File: src/rtl/spi_hold_pkg.sv
package spi_hold_pkg;
  typedef enum logic [2:0] {
    ST_IDLE       = 3'd0,
    ST_RUN        = 3'd1,
    ST_ENTER_WAIT = 3'd2,
    ST_HOLD       = 3'd3,
    ST_EXIT_WAIT  = 3'd4
  } hold_state_e;

  localparam int unsigned PIN_SCLK = 0;
  localparam int unsigned PIN_CS   = 1;
  localparam int unsigned PIN_HOLD = 2;
  localparam int unsigned PIN_W    = 3;
endpackage

File: src/rtl/spi_hold_sync.sv
module spi_hold_sync #(
  parameter int unsigned W      = 3,
  parameter int unsigned STAGES = 2,
  parameter logic [W-1:0] RST_VAL = '0
) (
  input  logic         clk,
  input  logic         rst,
  input  logic [W-1:0] din,
  output logic [W-1:0] dout
);
  logic [W-1:0] pipe [STAGES];

  always_ff @(posedge clk) begin
    if (rst) pipe[0] <= RST_VAL;
    else     pipe[0] <= din;
  end

  for (genvar s = 1; s < STAGES; s++) begin : g_stage
    always_ff @(posedge clk) begin
      if (rst) pipe[s] <= RST_VAL;
      else     pipe[s] <= pipe[s-1];
    end
  end

  assign dout = pipe[STAGES-1];
endmodule

File: src/rtl/spi_hold_edge.sv
module spi_hold_edge #(
  parameter int unsigned W = 3,
  parameter logic [W-1:0] RST_VAL = '0
) (
  input  logic         clk,
  input  logic         rst,
  input  logic [W-1:0] lvl,
  output logic [W-1:0] rise,
  output logic [W-1:0] fall
);
  logic [W-1:0] prev_q;

  always_ff @(posedge clk) begin
    if (rst) prev_q <= RST_VAL;
    else     prev_q <= lvl;
  end

  for (genvar b = 0; b < W; b++) begin : g_bit
    assign rise[b] = lvl[b] & ~prev_q[b];
    assign fall[b] = ~lvl[b] & prev_q[b];
  end
endmodule

File: src/rtl/spi_hold_fsm.sv
module spi_hold_fsm
  import spi_hold_pkg::*;
(
  input  logic clk,
  input  logic rst,
  input  logic cs_s,
  input  logic sclk_s,
  input  logic hold_s,
  input  logic cs_fall,
  input  logic sclk_rise,
  input  logic sclk_fall,
  input  logic so_en_i,
  output logic hold_o,
  output logic so_oe_o,
  output logic rise_o,
  output logic fall_o,
  output logic iface_rst_o
);
  hold_state_e state_q, state_d;
  logic        rst_pulse_d;

  always_comb begin
    state_d     = state_q;
    rst_pulse_d = 1'b0;
    case (state_q)
      ST_IDLE: begin
        if (cs_fall && hold_s && !cs_s) state_d = ST_RUN;
      end
      ST_RUN: begin
        if (cs_s)         state_d = ST_IDLE;
        else if (!hold_s) state_d = sclk_s ? ST_ENTER_WAIT : ST_HOLD;
      end
      ST_ENTER_WAIT: begin
        if (cs_s)         state_d = ST_IDLE;
        else if (hold_s)  state_d = ST_RUN;
        else if (!sclk_s) state_d = ST_HOLD;
      end
      ST_HOLD: begin
        if (cs_s) begin
          state_d     = ST_IDLE;
          rst_pulse_d = 1'b1;
        end else if (hold_s) begin
          state_d = sclk_s ? ST_EXIT_WAIT : ST_RUN;
        end
      end
      ST_EXIT_WAIT: begin
        if (cs_s) begin
          state_d     = ST_IDLE;
          rst_pulse_d = 1'b1;
        end else if (!hold_s) begin
          state_d = ST_HOLD;
        end else if (!sclk_s) begin
          state_d = ST_RUN;
        end
      end
      default: state_d = ST_IDLE;
    endcase
  end

  always_ff @(posedge clk) begin
    if (rst) begin
      state_q     <= ST_IDLE;
      hold_o      <= 1'b0;
      so_oe_o     <= 1'b0;
      rise_o      <= 1'b0;
      fall_o      <= 1'b0;
      iface_rst_o <= 1'b0;
    end else begin
      state_q     <= state_d;
      hold_o      <= (state_d == ST_HOLD) || (state_d == ST_EXIT_WAIT);
      so_oe_o     <= so_en_i && ((state_d == ST_RUN) || (state_d == ST_ENTER_WAIT));
      rise_o      <= sclk_rise && (state_q == ST_RUN) && (state_d == ST_RUN);
      fall_o      <= sclk_fall && (state_q == ST_RUN) && (state_d == ST_RUN);
      iface_rst_o <= rst_pulse_d;
    end
  end

  AST_RST_ONE_CYCLE: assert property (@(posedge clk) disable iff (rst)
    iface_rst_o |=> !iface_rst_o);
  AST_RST_FROM_HOLD: assert property (@(posedge clk) disable iff (rst)
    iface_rst_o |-> ($past(hold_o) && !hold_o));
  AST_NO_OE_IN_HOLD: assert property (@(posedge clk) disable iff (rst)
    hold_o |-> !so_oe_o);
  AST_NO_STROBE_IN_HOLD: assert property (@(posedge clk) disable iff (rst)
    hold_o |-> !(rise_o || fall_o));
  AST_ENTRY_SCLK_LOW: assert property (@(posedge clk) disable iff (rst)
    $rose(hold_o) |-> !$past(sclk_s));
  AST_EXIT_SCLK_LOW: assert property (@(posedge clk) disable iff (rst)
    ($fell(hold_o) && !iface_rst_o) |-> !$past(sclk_s));
  AST_STROBE_EXCL: assert property (@(posedge clk) disable iff (rst)
    !(rise_o && fall_o));
endmodule

File: src/rtl/spi_hold_ctl.sv
module spi_hold_ctl
  import spi_hold_pkg::*;
#(
  parameter int unsigned SYNC_STAGES = 2
) (
  input  logic clk,
  input  logic rst,
  input  logic cs_n_i,
  input  logic sclk_i,
  input  logic hold_n_i,
  input  logic so_en_i,
  output logic so_oe_o,
  output logic sclk_rise_o,
  output logic sclk_fall_o,
  output logic hold_o,
  output logic iface_rst_o
);
  localparam logic [PIN_W-1:0] PIN_IDLE = (PIN_W'(1) << PIN_CS) | (PIN_W'(1) << PIN_HOLD);

  logic [PIN_W-1:0] pins_raw, pins_s, pins_rise, pins_fall;

  assign pins_raw[PIN_SCLK] = sclk_i;
  assign pins_raw[PIN_CS]   = cs_n_i;
  assign pins_raw[PIN_HOLD] = hold_n_i;

  spi_hold_sync #(.W(PIN_W), .STAGES(SYNC_STAGES), .RST_VAL(PIN_IDLE)) u_sync (
    .clk(clk), .rst(rst), .din(pins_raw), .dout(pins_s)
  );

  spi_hold_edge #(.W(PIN_W), .RST_VAL(PIN_IDLE)) u_edge (
    .clk(clk), .rst(rst), .lvl(pins_s), .rise(pins_rise), .fall(pins_fall)
  );

  spi_hold_fsm u_fsm (
    .clk        (clk),
    .rst        (rst),
    .cs_s       (pins_s[PIN_CS]),
    .sclk_s     (pins_s[PIN_SCLK]),
    .hold_s     (pins_s[PIN_HOLD]),
    .cs_fall    (pins_fall[PIN_CS]),
    .sclk_rise  (pins_rise[PIN_SCLK]),
    .sclk_fall  (pins_fall[PIN_SCLK]),
    .so_en_i    (so_en_i),
    .hold_o     (hold_o),
    .so_oe_o    (so_oe_o),
    .rise_o     (sclk_rise_o),
    .fall_o     (sclk_fall_o),
    .iface_rst_o(iface_rst_o)
  );
endmodule

File: config.mk
export PLATFORM = sky130hd
export DESIGN_NAME = spi_hold_ctl
export DESIGN_NICKNAME = d
export VERILOG_FILES = /design/src/rtl/spi_hold_pkg.sv /design/src/rtl/spi_hold_sync.sv /design/src/rtl/spi_hold_edge.sv /design/src/rtl/spi_hold_fsm.sv /design/src/rtl/spi_hold_ctl.sv
export SDC_FILE = /design/constraint.sdc
export NUM_CORES = 1
export LEC_CHECK = 0
export ABC_AREA = 1
export BUFFER_PORTS_ARGS = -buffer_cell sky130_fd_sc_hd__buf_2
export CAP_MARGIN = 10
export CORE_AREA = 2 2 39 41
export DETAILED_ROUTE_END_ITERATION = 8
export DIE_AREA = 0 0 41 43
export HOLD_SLACK_MARGIN = 0.02
export PLACE_DENSITY = 0.77
export RECOVER_POWER = 50
export SETUP_SLACK_MARGIN = 0.05
export SLEW_MARGIN = 20
export SYNTH_ARGS = -nofsm -noshare
export SYNTH_HDL_FRONTEND = slang
export SYNTH_SLANG_ARGS = --single-unit
File: constraint.sdc
create_clock -name clk -period 1.8 [get_ports clk]
set_clock_uncertainty 0.2 [all_clocks]
set_input_delay 0.36 -clock clk [delete_from_list [all_inputs] [get_ports clk]]
set_output_delay 0.36 -clock clk [all_outputs]
set_load 0.01 [all_outputs]
==> After elaboration in Yosys (flattened, before gate mapping) <==
Memories as Yosys holds them, arrays and structs flattened.
Cells that the tools add are included.
{ "word_totals": {"register_bits": 10, "mem_bits_rw": 6, "in_bits": 6, "output_inout_bits": 5, "word_cells": 58, "mem_count": 1} }
{ "op_classes": {"eq_ne": 8, "muxes": 20, "bitwise_logic": 9, "reduce_logical": 13} }
{ "memory_table": {"columns": ["name", "depth", "width", "read_ports", "rd_ports_with_merged_regs", "wr", "line_no", "rtl"], "rows": [
  ["u_sync.pipe", 2, 3, 2, 0, 2, "spi_hold_sync.sv:11", "logic [W-1:0] pipe [STAGES];"]
]} }
{ "ops": {"columns": ["op", "count"], "rows": [
  ["$mux 3", 14],
  ["$pmux 3 s5", 1],
  ["$eq 3x2->1 const B", 4],
  ["$logic_and 1x1->1", 7],
  ["$eq 3x1->1 const B", 2],
  ["$eq 3x3->1 const B", 2],
  ["$mux 1", 5],
  ["$not 1->1", 4],
  ["$reduce_or 2->1", 2],
  ["$and 1x1->1", 3],
  ["$logic_not 3->1", 1],
  ["$logic_or 1x1->1", 2],
  ["$or 1x1->1", 2],
  ["$logic_not 1->1", 1]
]} }

==> Logic depth before layout (Yosys ltp) <==
An unclocked memory read counts as a cell.
{ "depth": {"depth_word": 10, "ltp_mapped": 9, "ltp_nobuf": 9} }

==> By module <==
A second synthesis with hierarchy kept.
{ "unflattened": {"cells_unflattened": 88, "area_unflattened_um2": 674.4} }
{ "modules_own_cells": {"columns": ["mod", "n_inst", "cells_each", "area_each_um2", "seq_area_each_um2"], "rows": [
  ["spi_hold_fsm", 1, 50, 385.4, 160.2],
  ["spi_hold_sync", 1, 19, 168.9, 120.1],
  ["spi_hold_edge", 1, 19, 120.1, 60.1]
]} }

==> Worst setup path after synthesis <==
No wires, ideal clock.
{ "synth_path": {"path_kind": "reg2reg", "startpoint": "reg u_fsm.state_q[1]", "endpoint": "reg u_fsm.so_oe_o", "setup_time_ps": 114, "arrival_time_ps": 970, "t_required_ps": 1486, "setup_slack_ps": 516, "path_stages_with_launch": 9, "n_path_buf": 0, "synth_period_minus_slack_ps": 1284, "path_cell_list": "dfxtp_1 > nor2_2 > nor2_2 > nor2_4 > nand2_2 > nor2_4 > nand2_1 > nand2_1 > nor2_2"} }
{ "synth_via": {"elab_chain_cells": 7, "word_cells_on_any_way": 21, "cone_classes": "eq/ne: 6; mux: 12; reduce/logical: 3"} }
{ "synth_rtl": {"columns": ["item", "line_no", "rtl"], "rows": [
  ["from (decl)", "spi_hold_fsm.sv:19", "hold_state_e state_q, state_d;"],
  ["from (signal assigned)", "spi_hold_fsm.sv:69", "state_q <= state_d;"],
  ["$mux 3 (on tied branches)", "spi_hold_fsm.sv:52, spi_hold_fsm.sv:36", null],
  ["$mux 3 (on tied branches)", "spi_hold_fsm.sv:50, spi_hold_fsm.sv:35", null],
  ["$mux 3 (on tied branches)", "spi_hold_fsm.sv:47, spi_hold_fsm.sv:34", null],
  ["$pmux 3 s5 *", "spi_hold_fsm.sv:25", "case (state_q)"],
  ["$eq 3x1->1 or $eq 3x2->1 (tied branches)", "spi_hold_fsm.sv:71", "so_oe_o <= so_en_i && ((state_d == ST_RUN) || (state_d == ST_ENTER_WAIT));"],
  ["$logic_or 1x1->1 *", "spi_hold_fsm.sv:71", null],
  ["$logic_and 1x1->1 *", "spi_hold_fsm.sv:71", null],
  ["to (signal assigned)", "spi_hold_fsm.sv:71", null],
  ["to (decl)", "spi_hold_fsm.sv:14", "output logic so_oe_o,"]
]} }
Mark *: on every way between the ends. The rest lies on a longest branch, timed or not.
A chain may end at the register's enable or synchronous reset.

==> Worst setup path in the final report <==
Same ends and word-level chain as after synthesis.

==> flow_summary_export.csv <==
group,metric,value,unit
cells_and_area,final_cell_mix,"dfxtp_1 (16), nor2_1 (14), nand2_1 (13), buf_2 (8), inv_1 (7)",
cells_and_area,final_util,53.8,%
die,coreArea,1380,um2
clock_tree,cts_buffer_depth,2,
yosys,synth_top_area_share,49.5,%
clock_tree,root_buffer,"clkbuf_4",
pwr,p_leak,0.329,nW
yosys,ys_warn_count,0,
clock_tree,cts_tree,"built",
clock_tree,hold_buffers,0,
drt,drc_errors,0,
setup_path,r2r_end,"u_fsm.so_oe_o",
timing,fmax,0.677,GHz
drt,vias,494,
drt,firstDrtPassIters,4,
pwr,peakVddDrop,615,uV
grt,grt_max_degree,13,
setup_path,crit_type,"reg2reg",
cells_and_area,diodes,0,
clock_tree,htreeDepth,1,
grt,grt_pass1_vias,433,
yosys,synthDistinctLibCells,17,
worst_hold_path,holdPathEnd,"u_sync.pipe[0][2]",
drt,via_per_inst,4.49,
yosys,syn_inst,81,
place,hpwl,818,um
timing,period_minus_slack,1.48,ns
setup_path,crit_fanout,5,
setup_path,r2r_start,"u_fsm.state_q[1]",
die,die_w,41,um
timing,worstMarginPinSlew,0.460,ns
timing,slew_headroom,69.4,%
yosys,synth_fp_nets,87,
timing,tns,0,ns
flow_run,maxCapViolCount,0,
setup_path,reg2reg_depth,8,
setup_path,reg2reg_slack,0.32,ns
worst_hold_path,min_path_cells,2,
grt,gr-usage-all-layers,14.8,%
die,die-height,43,um
drt,routedWlPerCell,9.62,um
yosys,syn-cell-area,647,um2
grt,grt_pass1_wl,1.75,mm
grt,antenna_found_initial,0,
timing,hold_violations,0,
timing,setup-violations-final,0,
cells_and_area,nets,101,
clock_tree,numClockSinks,16,
yosys,synth.avg_cell_area,7.99,um2
cells_and_area,area_growth,15.1,%
pwr,powerDensity,839,nW/um2
clock_tree,worstSkewPairLatency,0.28,ns
setup_path,worstPathRequired,1.78,ns
place,io_buffers,10,
grt,gr-total-overflow,0,
cells_and_area,final_common_cell,"dfxtp_1",
die,initial_core_util,46.7,%
die,design.die.area,1760,um2
worst_hold_path,min_from,"hold_n_i",
die,ios,11,
drt,ant_nets,0,
die,rows,14,
drt,wirelength,1.06,mm
drt,drt_iter0_markers,14,
yosys,ys_seq_elements,16,
clock_tree,cts_setup_buffers,0,
setup_path,cp_data_arrival_time,1.46,ns
worst_hold_path,hp-class,"in2reg",
status,status,"completed",
clock_tree,clk_pin_slew_worst_paths,0.08,ns
timing,maxSlewViolCount,0,
clock_tree,cts_buffers,3,
clock_tree,post_cts_resized,0,
setup_path,start_kind,"flip-flop",
cells_and_area,drive_gt1_share,33.0,%
setup_path,endpoint_kind,"flip-flop",
yosys,synth_top_area_cell,"dfxtp_1",
yosys,netlist_top_cells_area,"dfxtp_1 (50%), nand2_1 (7.5%), nor2_1 (7.5%)",
timing,rsz0062_at_grt,"no",
place,gp_congestion,0.800,
timing,layout_worst_path_cycle_share,82.1,%
yosys,ys_seq_area_share,49.5,%
==> cell type report <==
type                    instances  area, um2
clock buffers                   4       36.3
fillers                       121        639
inverters                      10       37.5
multi-input cells              54        283
flip-flops and latches         16        320
well taps                      16       20.0
repair buffers                 10       47.5
==> critical path, cell delays in order, from the launching register on <==
cell and delay (ns):
dfxtp_1 0.36, nor2_1 0.23, nor2_2 0.09, nor2_4 0.11, nand2_2 0.08, nor2_4 0.13
nand2_1 0.07, nand2_1 0.07, nor2_2 0.03
==> logic make-up after synthesis <==
group	synth area share, %
buffers and inverters	6.38
AO/OA/AOI/OAI	3.09
flip-flops	49.5
AND/OR/NAND/NOR	41.0
==> state kept, by name (all words and copies together) (netlist names) <==
| signal | count |
|---|---|
| u_fsm.fall_o | 1 |
| u_fsm.rise_o | 1 |
| u_edge.prev_q | 2 |
| u_fsm.hold_o | 1 |
| u_fsm.iface_rst_o | 1 |
| u_fsm.state_q | 3 |
| u_sync.pipe | 6 |
| u_fsm.so_oe_o | 1 |
==> Yosys cell counts <==
master    instances
dfxtp_1          16
nand2_1          13
nor2_1           13
inv_1             7
nand3_1           5
nor2_2            4
or2_2             4
inv_2             3
nand2_2           3
nand3_2           3
o21ai_1           3
nor2_4            2
a21oi_1           1
clkbuf_1          1
nand4_1           1
nor3_1            1
nor3_2            1
==> through the flow <==
stage | cell area (um2) | worst slack, ns | cells | power (W) | hold WS [ns]
5_1_grt | 744 | 0.218 | 110 | 0.000654 | 0.0426
2_1_floorplan | 647 | 0.516 | 81 | 0.000399 | 0.188
4_1_cts | 749 | 0.379 | 110 | 0.000635 | 0.0538
6_report | 744 | 0.323 | 110 | 0.000625 | 0.0607
3_3_place_gp | 713 | 0.421 | 106 | 0.000408 | 0.193
3_5_place_dp | 713 | 0.401 | 106 | 0.000409 | 0.194
==> how the worst max path moves through the flow <==
stage | startpoint | endpoint | slack (ns) | cells past startpoint
3_3_place_gp | u_fsm.state_q[1] | u_fsm.so_oe_o | 0.42 | 8
2_1_floorplan | u_fsm.state_q[1] | u_fsm.so_oe_o | 0.52 | 8
4_1_cts | u_fsm.state_q[1] | u_fsm.so_oe_o | 0.38 | 8
3_5_place_dp | u_fsm.state_q[1] | u_fsm.so_oe_o | 0.40 | 8
6_report | u_fsm.state_q[1] | u_fsm.so_oe_o | 0.32 | 8
5_1_grt | u_fsm.state_q[1] | u_fsm.so_oe_o | 0.22 | 8
==> per-layer routing <==
metal  track usage, %  share of wire, %  vias up
li1                 -                 -      274
met1             17.8                47      204
met2             21.6                48       16
met3             9.42               5.5        0
met4             3.33                 0        0
met5                0                 0        -
==> report_power, final <==
part | internal [W] | total [W] | switching [W]
logic | 0.0000134 | 0.0000332 | 0.0000197
registers | 0.000362 | 0.000367 | 0.00000515
clock network | 0.000123 | 0.000224 | 0.000101
total | 0.000499 | 0.000625 | 0.000126
(Power assumes the default switching activity.)
